**src/rtl/uart_tx_pkg.sv**
```systemverilog
package uart_tx_pkg;

  typedef enum logic [2:0] {
    ST_IDLE,
    ST_START,
    ST_DATA,
    ST_PAR,
    ST_STOP
  } tx_state_e;

  typedef struct packed {
    logic [1:0] wsel;       // data width code, 0..3 -> 5..8 bits
    logic       two_stop;
    logic       par_en;
    logic       par_even;
    logic       par_stick;
  } frame_cfg_t;

  function automatic int data_bits(logic [1:0] wsel);
    return 5 + int'(wsel);
  endfunction

  // Parity bit for a byte under a given frame shape
  function automatic logic calc_parity(frame_cfg_t c, logic [7:0] d);
    logic [7:0] mask;
    logic       ones;
    mask = 8'hFF >> (3 - int'(c.wsel));
    ones = ^(d & mask);
    if (c.par_stick) return ~c.par_even;
    return c.par_even ? ones : ~ones;
  endfunction

  // Stop period length in ticks
  function automatic int stop_ticks(frame_cfg_t c, int osr);
    if (!c.two_stop) return osr;
    if (c.wsel == 2'd0) return osr + osr / 2;
    return 2 * osr;
  endfunction

endpackage

```
**src/rtl/uart_cfg_regs.sv**
```systemverilog
module uart_cfg_regs #(
  parameter int ADDR_W = 3,
  parameter int DIV_W  = 16
) (
  input  logic              clk,
  input  logic              rst_n,
  input  logic              wr_en,
  input  logic [ADDR_W-1:0] wr_addr,
  input  logic [7:0]        wr_data,
  output logic [7:0]        lcr,
  output logic [DIV_W-1:0]  divisor,
  output logic              div_wr,
  output logic              hold_wr
);
  localparam logic [ADDR_W-1:0] OFS_LO  = ADDR_W'(0);
  localparam logic [ADDR_W-1:0] OFS_HI  = ADDR_W'(1);
  localparam logic [ADDR_W-1:0] OFS_LCR = ADDR_W'(3);
  localparam int               HI_W    = DIV_W - 8;

  logic dlab;
  assign dlab    = lcr[7];
  assign hold_wr = wr_en && (wr_addr == OFS_LO) && !dlab;
  assign div_wr  = wr_en && dlab && ((wr_addr == OFS_LO) || (wr_addr == OFS_HI));

  always_ff @(posedge clk or negedge rst_n) begin
    if (!rst_n) begin
      lcr     <= 8'h00;
      divisor <= DIV_W'(1);
    end else if (wr_en) begin
      if (wr_addr == OFS_LCR) lcr <= wr_data;
      if (dlab && wr_addr == OFS_LO) divisor[7:0] <= wr_data;
      if (dlab && wr_addr == OFS_HI) divisor[DIV_W-1:8] <= wr_data[HI_W-1:0];
    end
  end

  // a divisor write never fills the holding register
  a_r8_dlab_no_hold: assert property (@(posedge clk) disable iff (!rst_n)
    div_wr |-> !hold_wr);

endmodule

```
**src/rtl/uart_baud_gen.sv**
```systemverilog
module uart_baud_gen #(
  parameter int DIV_W = 16
) (
  input  logic             clk,
  input  logic             rst_n,
  input  logic [DIV_W-1:0] divisor,
  input  logic             div_wr,
  output logic             tick
);
  logic [DIV_W-1:0] cnt;
  logic [DIV_W-1:0] lim;

  // divisor 0 wraps to all ones, which gives a period of 2**DIV_W
  assign lim  = divisor - DIV_W'(1);
  assign tick = (cnt == lim);

  always_ff @(posedge clk or negedge rst_n) begin
    if (!rst_n)          cnt <= '0;
    else if (div_wr)     cnt <= '0;
    else if (tick)       cnt <= '0;
    else                 cnt <= cnt + DIV_W'(1);
  end

  // ticks are isolated unless the divisor is 1
  a_r6_tick_gap: assert property (@(posedge clk) disable iff (!rst_n)
    (tick && lim != '0 && !div_wr) |=> !tick);

  // a divisor write restarts the count
  a_r8_restart: assert property (@(posedge clk) disable iff (!rst_n)
    div_wr |=> (cnt == '0));

endmodule

```
**src/rtl/uart_tx_engine.sv**
```systemverilog
module uart_tx_engine
  import uart_tx_pkg::*;
#(
  parameter int OSR = 16
) (
  input  logic       clk,
  input  logic       rst_n,
  input  logic       tick,
  input  logic       hold_wr,
  input  logic [7:0] hold_data,
  input  frame_cfg_t cfg,
  input  logic       brk,
  output logic       txd,
  output logic       thr_empty,
  output logic       tx_empty
);
  localparam int TCNT_W = $clog2(2 * OSR + 1);

  tx_state_e          state;
  logic [7:0]         thr_q;
  logic               thr_full;
  logic [7:0]         shreg;
  frame_cfg_t         cfg_q;
  logic [2:0]         bit_idx;
  logic [TCNT_W-1:0]  tcnt;
  logic               par_q;

  logic [TCNT_W-1:0]  cur_len;
  logic               bit_end;
  logic               last_data;
  logic               load_evt;
  logic               line;

  assign cur_len   = (state == ST_STOP) ? TCNT_W'(stop_ticks(cfg_q, OSR)) : TCNT_W'(OSR);
  assign bit_end   = tick && (tcnt == cur_len - TCNT_W'(1));
  assign last_data = (bit_idx == 3'(data_bits(cfg_q.wsel) - 1));
  assign load_evt  = thr_full && tick &&
                     ((state == ST_IDLE) || (state == ST_STOP && bit_end));

  always_comb begin
    case (state)
      ST_START: line = 1'b0;
      ST_DATA:  line = shreg[0];
      ST_PAR:   line = par_q;
      default:  line = 1'b1;
    endcase
  end

  assign txd       = brk ? 1'b0 : line;
  assign thr_empty = !thr_full;
  assign tx_empty  = !thr_full && (state == ST_IDLE);

  always_ff @(posedge clk or negedge rst_n) begin
    if (!rst_n) begin
      thr_q    <= '0;
      thr_full <= 1'b0;
    end else begin
      if (load_evt) thr_full <= 1'b0;
      if (hold_wr) begin
        thr_q    <= hold_data;
        thr_full <= 1'b1;
      end
    end
  end

  always_ff @(posedge clk or negedge rst_n) begin
    if (!rst_n) begin
      state   <= ST_IDLE;
      shreg   <= '0;
      cfg_q   <= '0;
      bit_idx <= '0;
      tcnt    <= '0;
      par_q   <= 1'b0;
    end else if (load_evt) begin
      state   <= ST_START;
      shreg   <= thr_q;
      cfg_q   <= cfg;
      par_q   <= calc_parity(cfg, thr_q);
      bit_idx <= '0;
      tcnt    <= '0;
    end else if (bit_end) begin
      tcnt <= '0;
      case (state)
        ST_START: begin
          state   <= ST_DATA;
          bit_idx <= '0;
        end
        ST_DATA: begin
          shreg <= shreg >> 1;
          if (last_data) state <= cfg_q.par_en ? ST_PAR : ST_STOP;
          else           bit_idx <= bit_idx + 3'd1;
        end
        ST_PAR:  state <= ST_STOP;
        default: state <= ST_IDLE;
      endcase
    end else if (tick && state != ST_IDLE) begin
      tcnt <= tcnt + TCNT_W'(1);
    end
  end

  // idle flag implies holding flag
  a_r9_empty_implies_hold: assert property (@(posedge clk) disable iff (!rst_n)
    tx_empty |-> thr_empty);

  // a holding write is seen as full next cycle
  a_r9_write_fills: assert property (@(posedge clk) disable iff (!rst_n)
    hold_wr |=> !thr_empty);

  // a load begins with the start bit on the line
  a_r2_load_starts_low: assert property (@(posedge clk) disable iff (!rst_n)
    load_evt |=> (line == 1'b0));

  // the sequencer only moves on ticks
  a_r6_state_on_tick: assert property (@(posedge clk) disable iff (!rst_n)
    (!tick && !$isunknown(state)) |=> $stable(state));

endmodule

```
**src/rtl/uart_frame_tx.sv**
```systemverilog
module uart_frame_tx
  import uart_tx_pkg::*;
#(
  parameter int ADDR_W = 3,
  parameter int DIV_W  = 16,
  parameter int OSR    = 16
) (
  input  logic              clk,
  input  logic              rst_n,
  input  logic              wr_en,
  input  logic [ADDR_W-1:0] wr_addr,
  input  logic [7:0]        wr_data,
  output logic              txd,
  output logic              thr_empty,
  output logic              tx_empty
);
  logic [7:0]       lcr;
  logic [DIV_W-1:0] divisor;
  logic             div_wr;
  logic             hold_wr;
  logic             tick;
  frame_cfg_t       cfg;

  assign cfg.wsel      = lcr[1:0];
  assign cfg.two_stop  = lcr[2];
  assign cfg.par_en    = lcr[3];
  assign cfg.par_even  = lcr[4];
  assign cfg.par_stick = lcr[5];

  uart_cfg_regs #(.ADDR_W(ADDR_W), .DIV_W(DIV_W)) u_regs (
    .clk(clk), .rst_n(rst_n), .wr_en(wr_en), .wr_addr(wr_addr), .wr_data(wr_data),
    .lcr(lcr), .divisor(divisor), .div_wr(div_wr), .hold_wr(hold_wr)
  );

  uart_baud_gen #(.DIV_W(DIV_W)) u_baud (
    .clk(clk), .rst_n(rst_n), .divisor(divisor), .div_wr(div_wr), .tick(tick)
  );

  uart_tx_engine #(.OSR(OSR)) u_eng (
    .clk(clk), .rst_n(rst_n), .tick(tick), .hold_wr(hold_wr), .hold_data(wr_data),
    .cfg(cfg), .brk(lcr[6]), .txd(txd), .thr_empty(thr_empty), .tx_empty(tx_empty)
  );

  // break bit in the register holds the line low
  a_r7_break_low: assert property (@(posedge clk) disable iff (!rst_n)
    lcr[6] |-> !txd);

endmodule

```
**config.mk**
```make
export PLATFORM = sky130hd
export DESIGN_NAME = uart_frame_tx
export DESIGN_NICKNAME = d
export VERILOG_FILES = /design/src/rtl/uart_tx_pkg.sv /design/src/rtl/uart_cfg_regs.sv /design/src/rtl/uart_baud_gen.sv /design/src/rtl/uart_tx_engine.sv /design/src/rtl/uart_frame_tx.sv
export SDC_FILE = /design/constraint.sdc
export NUM_CORES = 1
export LEC_CHECK = 0
export BUFFER_PORTS_ARGS = -buffer_cell sky130_fd_sc_hd__buf_2
export CELL_PAD_IN_SITES_DETAIL_PLACEMENT = 1
export CELL_PAD_IN_SITES_GLOBAL_PLACEMENT = 1
export CORE_ASPECT_RATIO = 2
export CORE_UTILIZATION = 48
export CTS_BUF_LIST = sky130_fd_sc_hd__clkbuf_4 sky130_fd_sc_hd__clkbuf_8
export DETAILED_ROUTE_END_ITERATION = 8
export PLACE_DENSITY = 0.8
export SLEW_MARGIN = 20
export SYNTH_ARGS = -nofsm -noshare
export SYNTH_HDL_FRONTEND = slang
export SYNTH_SLANG_ARGS = --single-unit
```
**constraint.sdc**
```tcl
create_clock -name clk -period 3.5 [get_ports clk]
set_clock_uncertainty 0.2 [all_clocks]
set_input_delay 0 -clock clk [delete_from_list [all_inputs] [get_ports clk]]
set_output_delay 0 -clock clk [all_outputs]
set_load 0.01 [all_outputs]
```
==> flow_summary_export.csv, run 1 <==
group,metric,value,unit
timing,hold_viol,0,
job,maxCapViolations,0,
clock_tree,clkSinkCount,74,
final_layout,fin_area,4570,sq um
timing,period_share,0.924,
placement,dp_hpwl,8.00,mm
yosys,synth_edf_count,0,
placement,place.gp.congestion,0.843,
yosys,ys_seq_area_frac,0.462,
pwr,p_leak,2.00,nW
drt,wl_per_cell,21.0,um
yosys,netlist_area,4020,sq um
clock_tree,path_clk_slew,0.09,ns
final_layout,diodes,0,
timing,worst_pin_slew,0.938,ns
hold_path,whs_path_depth,4,
clock_tree,clk_latency,0.37,ns
setup_path,reg2reg_to,"u_eng.tcnt[5]$_DFFE_PN0P_",
drt,drt-pass1-iter-count,4,
hold_path,hp-start,"wr_addr[0]",
pwr,powerDensity,664,nW/um^2
yosys,ys_types,62,
pwr,irDropWorstVdd,0.336,mV
floorplanning,fp.dieW,66.7,um
setup_path,critPathMaxFanout,9,
setup_path,cp_data_arrival_time,3.28,ns
grt,grt_usage,0.277,
yosys,synth_flop_cell,"dfrtp_1",
timing,slew_viol_final,0,
setup_path,reg2reg_from,"u_regs.divisor[2]$_DFFE_PN0P_",
clock_tree,cts.htree.levels,3,
grt,grt_pass1_vias,3491,
grt,grt_pass1_wl,17.6,mm
floorplanning,dieHeight,131,um
yosys,syn_inst,381,
timing,slew_headroom,0.375,
timing,clock.fmax,0.309,GHz
drt,postRouteAntennaNets,0,
final_layout,fin_util,0.571,
yosys,syn-num-nets,399,
floorplanning,start_util,0.502,
grt,antenna_found_initial,0,
clock_tree,cts_tree,"done",
clock_tree,cts_made_buffers,9,
setup_path,worst_setup_path_end_kind,"flop",
timing,worst_hold_slack,0.0127,ns
clock_tree,clockBufferDepth,2,
hold_path,worst_hold_path.endpoint,"u_regs.divisor[1]$_DFFE_PN0P_",
floorplanning,die_area,8760,sq um
final_layout,nets,436,
timing,setup_tns,0,ns
yosys,yosysWarnings,0,
setup_path,r2r_cells,8,
drt,num_vias,3114,
pwr,finalPower,3.03,mW
drt,drt-vias-per-instance,6.00,
floorplanning,boundaryPins,17,
drt,first_iter_violations,125,
drt,wirelength,10.9,mm
hold_path,hold_class,"in -> reg",
timing,fin_crit,3.24,ns
final_layout,syn2layout_area_growth,13.8,%
yosys,async_flop_share,1.00,
grt,grt_max_degree,75,
clock_tree,cts_root_buf,"clkbuf_8",
yosys,syn_avg_cell_area,10.5,sq um
setup_path,cp-start-kind,"flop",
run_status,status,"finished, final reports clean",
timing,setup_viol,0,
placement,portBuffers,16,
timing,rsz0062_at_grt,"no",
placement,dpl-instance-area,4220,sq um
setup_path,crit_required,3.55,ns
grt,overflow,0,
setup_path,crit_type,"reg -> reg",
floorplanning,rows,46,
yosys,yosys_register_bits,74,
floorplanning,coreArea,8000,sq um
drt,drc,0,
setup_path,r2r_setup_slack,0.26,ns
final_layout,drive_gt1_frac,0.208,
clock_tree,cts_setup_buffers,0,
where the power goes:
part           switching [mW]  leakage (nW)  total [mW]  internal (mW)
sequential              0.225         0.960        1.26           1.03
clock                   0.360         0.106       0.767          0.407
combinational           0.526         0.930        1.01          0.480
total                    1.11          2.00        3.03           1.92
cells by family after synthesis:
kind of cell / Yosys count / synth area share
AND/OR/NAND/NOR: 130 / 0.174
flip-flops: 74 / 0.462
AO/OA/AOI/OAI: 68 / 0.118
multiplexers: 42 / 0.116
XOR/XNOR: 40 / 0.0907
buffers and inverters: 23 / 0.0271
adder cells (fa/ha/maj): 4 / 0.0125
area by class of cell:
cell class / count / area (sq um)
fill: 876 / 3430
multi-input combinational: 284 / 2050
sequential: 74 / 1850
timing repair buffer: 37 / 270
clock buffer: 9 / 124
tap: 96 / 120
clock inverter: 7 / 101
inverter: 12 / 45.0
layer usage:
metal / GRT usage / routed length [um] / vias up
met3: 0.0495 / 264 / 33
met5: 0 / 0 / -
met1: 0.272 / 3790 / 1568
met2: 0.506 / 6350 / 66
met4: 0.164 / 486 / 0
li1: - / - / 1447
timing repair:
| item | in CTS | in global routing |
|---|---|---|
| setup endpoints to repair | 0 | 5 |
| hold buffers | 12 | 0 |
| resized for setup | 0 | 1 |
| endpoints found under the hold margin | 105 | 0 |
state kept, by name, summed over array words and instances, names as in the netlist:
| register | flops |
|---|---|
| u_eng.shreg | 8 |
| u_baud.cnt | 16 |
| u_eng.tcnt | 6 |
| u_regs.lcr | 8 |
| u_eng.bit_idx | 3 |
| u_regs.divisor | 16 |
| u_eng.thr_q | 8 |
| u_eng.par_q | 1 |
| u_eng.state | 3 |
| u_eng.thr_full | 1 |
| u_eng.cfg_q | 4 |
worst max-delay path, stage by stage (launching register included):
cell and delay, ns:
dfrtp_1 0.47, nor3_1 0.50, xnor2_1 0.20, mux2_2 0.35, a2111oi_1 0.45, and3_2 0.43
buf_4 0.21, mux2i_1 0.19, o21ai_0 0.11
placed cells by master, fill, tap and decap left out, types with 10 or more instances in the layout:
cell type      netlist  final
nand3_1             14     14
nor2_1              40     40
dfrtp_1             73     73
inv_1               12     12
buf_2                2     15
o21ai_0             19     19
buf_4                1     10
mux2_2              35     35
nand2_1             21     21
dlygate4sd3_1        0     12
xnor2_1             25     25
xor2_1              14     14
per-stage QoR:
stage	setup slack, ns	std cells
2_1_floorplan	0.452	381
3_3_place_gp	0.287	491
3_5_place_dp	0.200	491
4_1_cts	0.188	519
5_1_grt	0.0762	519
6_report	0.264	519
synthesized netlist by cell type, types with 4 or more instances:
cell type | instances | area, sq um
dfrtp_1 | 73 | 1830
nor2_1 | 40 | 150
mux2_2 | 35 | 394
xnor2_1 | 25 | 219
nand2_1 | 21 | 78.8
o21ai_0 | 19 | 95.1
nand3_1 | 14 | 70.1
xor2_1 | 14 | 123
inv_1 | 12 | 45.0
a22oi_1 | 8 | 60.1
o2bb2ai_1 | 8 | 70.1
a21oi_1 | 7 | 35.0
and3_1 | 7 | 43.8
nand2b_1 | 7 | 43.8
mux2i_1 | 6 | 60.1
clkbuf_1 | 5 | 18.8
nor3b_1 | 5 | 37.5
nor4_1 | 5 | 31.3
ha_1 | 4 | 50.1
nand4_1 | 4 | 25.0
or4_1 | 4 | 30.0
worst max-delay path by stage:
stage	startpoint	to	slack, ns	cells past startpoint
after floorplan	u_regs.divisor[3]$_DFFE_PN0P_	u_eng.cfg_q[2]$_DFFE_PN0N_	0.45	9
after global placement	u_regs.divisor[3]$_DFFE_PN0P_	u_eng.cfg_q[2]$_DFFE_PN0N_	0.29	7
after detailed placement	u_regs.divisor[3]$_DFFE_PN0P_	u_eng.cfg_q[4]$_DFFE_PN0N_	0.20	7
after CTS	u_regs.divisor[3]$_DFFE_PN0P_	u_eng.cfg_q[4]$_DFFE_PN0N_	0.19	7
after global routing	u_regs.divisor[0]$_DFFE_PN1P_	u_eng.tcnt[5]$_DFFE_PN0P_	0.08	10
final	u_regs.divisor[2]$_DFFE_PN0P_	u_eng.tcnt[5]$_DFFE_PN0P_	0.26	8
(Power assumes the default switching activity.)
==> run 2: changes to the inputs <==
--- a/config.mk
+++ b/config.mk
@@ -5,14 +5,14 @@
 export SDC_FILE = /design/constraint.sdc
 export NUM_CORES = 1
 export LEC_CHECK = 0
-export BUFFER_PORTS_ARGS = -buffer_cell sky130_fd_sc_hd__buf_2
 export CELL_PAD_IN_SITES_DETAIL_PLACEMENT = 1
 export CELL_PAD_IN_SITES_GLOBAL_PLACEMENT = 1
 export CORE_ASPECT_RATIO = 2
 export CORE_UTILIZATION = 48
 export CTS_BUF_LIST = sky130_fd_sc_hd__clkbuf_4 sky130_fd_sc_hd__clkbuf_8
 export DETAILED_ROUTE_END_ITERATION = 8
-export PLACE_DENSITY = 0.8
+export DONT_BUFFER_PORTS = 1
+export PLACE_DENSITY = 0.78
 export SLEW_MARGIN = 20
 export SYNTH_ARGS = -nofsm -noshare
 export SYNTH_HDL_FRONTEND = slang
==> run 2 against run 1 <==
  * Critical path depth down 1
  * Maximum frequency down 0.50%
  * Sequential power about the same
  * Register-to-register slack worse by 0.02 ns
  * Final area up 1.1%
  * Core utilization up 0.64 points
  * Clock-buffer cell count up 3
  * Total power down 1.3%
  * Clock power down 9.9%
==> flow_summary_export.csv, run 2 (synthesis gave the netlist of run 1 again) <==
group,metric,value,unit
run_status,status,"finished, final reports clean",
final_layout,fin_area,4620,sq um
timing,rsz0062_at_grt,"no",
grt,grt_pass1_vias,3534,
setup_path,cp-start-kind,"flop",
drt,drt-vias-per-instance,6.08,
setup_path,reg2reg_to,"u_eng.cfg_q[3]$_DFFE_PN0N_",
floorplanning,fp.dieW,66.7,um
timing,period_share,0.929,
final_layout,final_common_cell,"dfrtp_1",
setup_path,critical_path.most_common_cell,"mux2_2",
drt,first_iter_violations,176,
grt,use_met1,0.266,
clock_tree,path_clk_slew,0.08,ns
clock_tree,cts_root_buf,"clkbuf_8",
drt,drt-pass1-iter-count,4,
grt,busiest_layer,"met2",
setup_path,slowest_stage,"or4_1",
pwr,finalPower,2.99,mW
final_layout,drive_gt1_frac,0.171,
timing,worst_pin_slew,0.838,ns
final_layout,nets,433,
pwr,irDropWorstVdd,0.401,mV
grt,antenna_found_initial,1,
drt,wl_per_cell,22.1,um
timing,clock.fmax,0.308,GHz
grt,use_met2,0.529,
job,maxCapViolations,0,
setup_path,reg2reg_from,"u_regs.divisor[3]$_DFFE_PN0P_",
floorplanning,start_util,0.502,
drt,drc,0,
setup_path,worst_setup_path_end_kind,"flop",
placement,dp_slack,0.209,ns
clock_tree,cts_made_buffers,9,
timing,setup_ws,0.248,ns
clock_tree,clk_latency,0.35,ns
setup_path,crit_required,3.54,ns
clock_tree,cts_tree,"done",
setup_path,crit_chain,"or4_1 -> nor4b_4 -> mux2_2 -> a311o_1 -> and3_2 -> nand2_4 -> mux2_2",
drt,postRouteAntennaNets,0,
floorplanning,coreArea,8000,sq um
placement,dp.cells,474,
final_layout,syn2layout_area_growth,15.1,%
placement,portBuffers,0,
setup_path,critPathBufInv,0,
setup_path,r2r_setup_slack,0.25,ns
grt,grt_usage,0.285,
setup_path,max_stage_delay,0.71,ns
clock_tree,cts.htree.levels,3,
pwr,powerDensity,648,nW/um^2
timing,hold_viol,0,
setup_path,cp_data_arrival_time,3.29,ns
floorplanning,dieHeight,131,um
final_layout,stdcell_count,518,
setup_path,crit_type,"reg -> reg",
placement,dp_hpwl,7.95,mm
hold_path,hold_class,"in -> async",
timing,fin_crit,3.25,ns
timing,slew_viol_final,0,
timing,setup_viol,0,
grt,grt_pass1_wl,18.1,mm
pwr,p_leak,1.99,nW
final_layout,multi_input_area,2050,sq um
setup_path,cpLargestDelayFamily,"simple AND/OR/NAND/NOR gates",
clock_tree,clockBufferDepth,2,
drt,num_vias,3151,
final_layout,regArea,1850,sq um
clock_tree,clkSinkCount,74,
grt,use_met3,0.0451,
placement,place.gp.congestion,0.847,
grt,overflow,0,
floorplanning,die_area,8760,sq um
floorplanning,boundaryPins,17,
final_layout,fillers,881,
final_layout,top_regs,"u_baud.cnt (16), u_regs.divisor (16)",
floorplanning,rows,46,
timing,slew_headroom,0.440,
final_layout,layout_common_cells,"dfrtp_1 (73), nor2_1 (40), mux2_2 (35)",
setup_path,r2r_cells,7,
placement,dpl-instance-area,4130,sq um
setup_path,critPathMaxFanout,8,
grt,grt_max_degree,75,
timing,setup_tns,0,ns
drt,wirelength,11.4,mm
run 2: cell count changes in the layout (fill, tap and decap cells not counted), sizes merged:
cell / before / now
inv: 14 / 12
bufinv: 2 / 1
diode: 0 / 2
dlygate4sd3: 12 / 25
buf: 25 / 9
clkbuf: 9 / 12
clkinv: 1 / 2
clkinvlp: 2 / 1
run 2: layout make-up:
cell class	instances	area share
multi-input combinational	284	0.445
sequential	74	0.401
timing repair buffer	34	0.0731
clock buffer	12	0.0330
tap	96	0.0260
clock inverter	4	0.0111
inverter	12	0.00975
antenna	2	0.00108
run 2: report_power, final:
| group | leakage [nW] | internal (mW) | switching [mW] |
|---|---|---|---|
| Sequential | 0.960 | 1.03 | 0.222 |
| Clock | 0.103 | 0.365 | 0.325 |
| Combinational | 0.924 | 0.500 | 0.548 |
| Total | 1.99 | 1.90 | 1.10 |
run 2: worst max path at each step:
stage	from	endpoint	cells after the start
final	u_regs.divisor[3]$_DFFE_PN0P_	u_eng.cfg_q[3]$_DFFE_PN0N_	7
after floorplan	u_regs.divisor[3]$_DFFE_PN0P_	u_eng.cfg_q[2]$_DFFE_PN0N_	9
after detailed placement	u_regs.divisor[3]$_DFFE_PN0P_	u_eng.tcnt[5]$_DFFE_PN0P_	8
after global placement	u_regs.divisor[3]$_DFFE_PN0P_	u_eng.cfg_q[2]$_DFFE_PN0N_	7
after CTS	u_regs.divisor[3]$_DFFE_PN0P_	u_eng.tcnt[5]$_DFFE_PN0P_	8
after global routing	u_regs.divisor[3]$_DFFE_PN0P_	u_eng.tcnt[3]$_DFFE_PN0P_	8
run 2: routing by layer:
metal  part of all wire  vias up
met5                  0        -
met4              0.060        0
met3              0.027       41
met2               0.57       71
met1               0.34     1596
li1                   -     1443
run 2: timing repair:
item / CTS / global route
hold endpoints to repair: 121 / 0
hold buffers: 26 / 0
buffers inserted: 0 / 0
gates resized for setup: 0 / 1
endpoints found under the setup margin: 0 / 2
run 2: metrics by stage:
stage / util / hold slack, ns
global placement: 0.516 / -0.494
floorplan: - / -0.496
global route: 0.577 / 0.0296
CTS: 0.577 / 0.00101
finish: 0.577 / 0.00176
detailed placement: 0.516 / -0.494
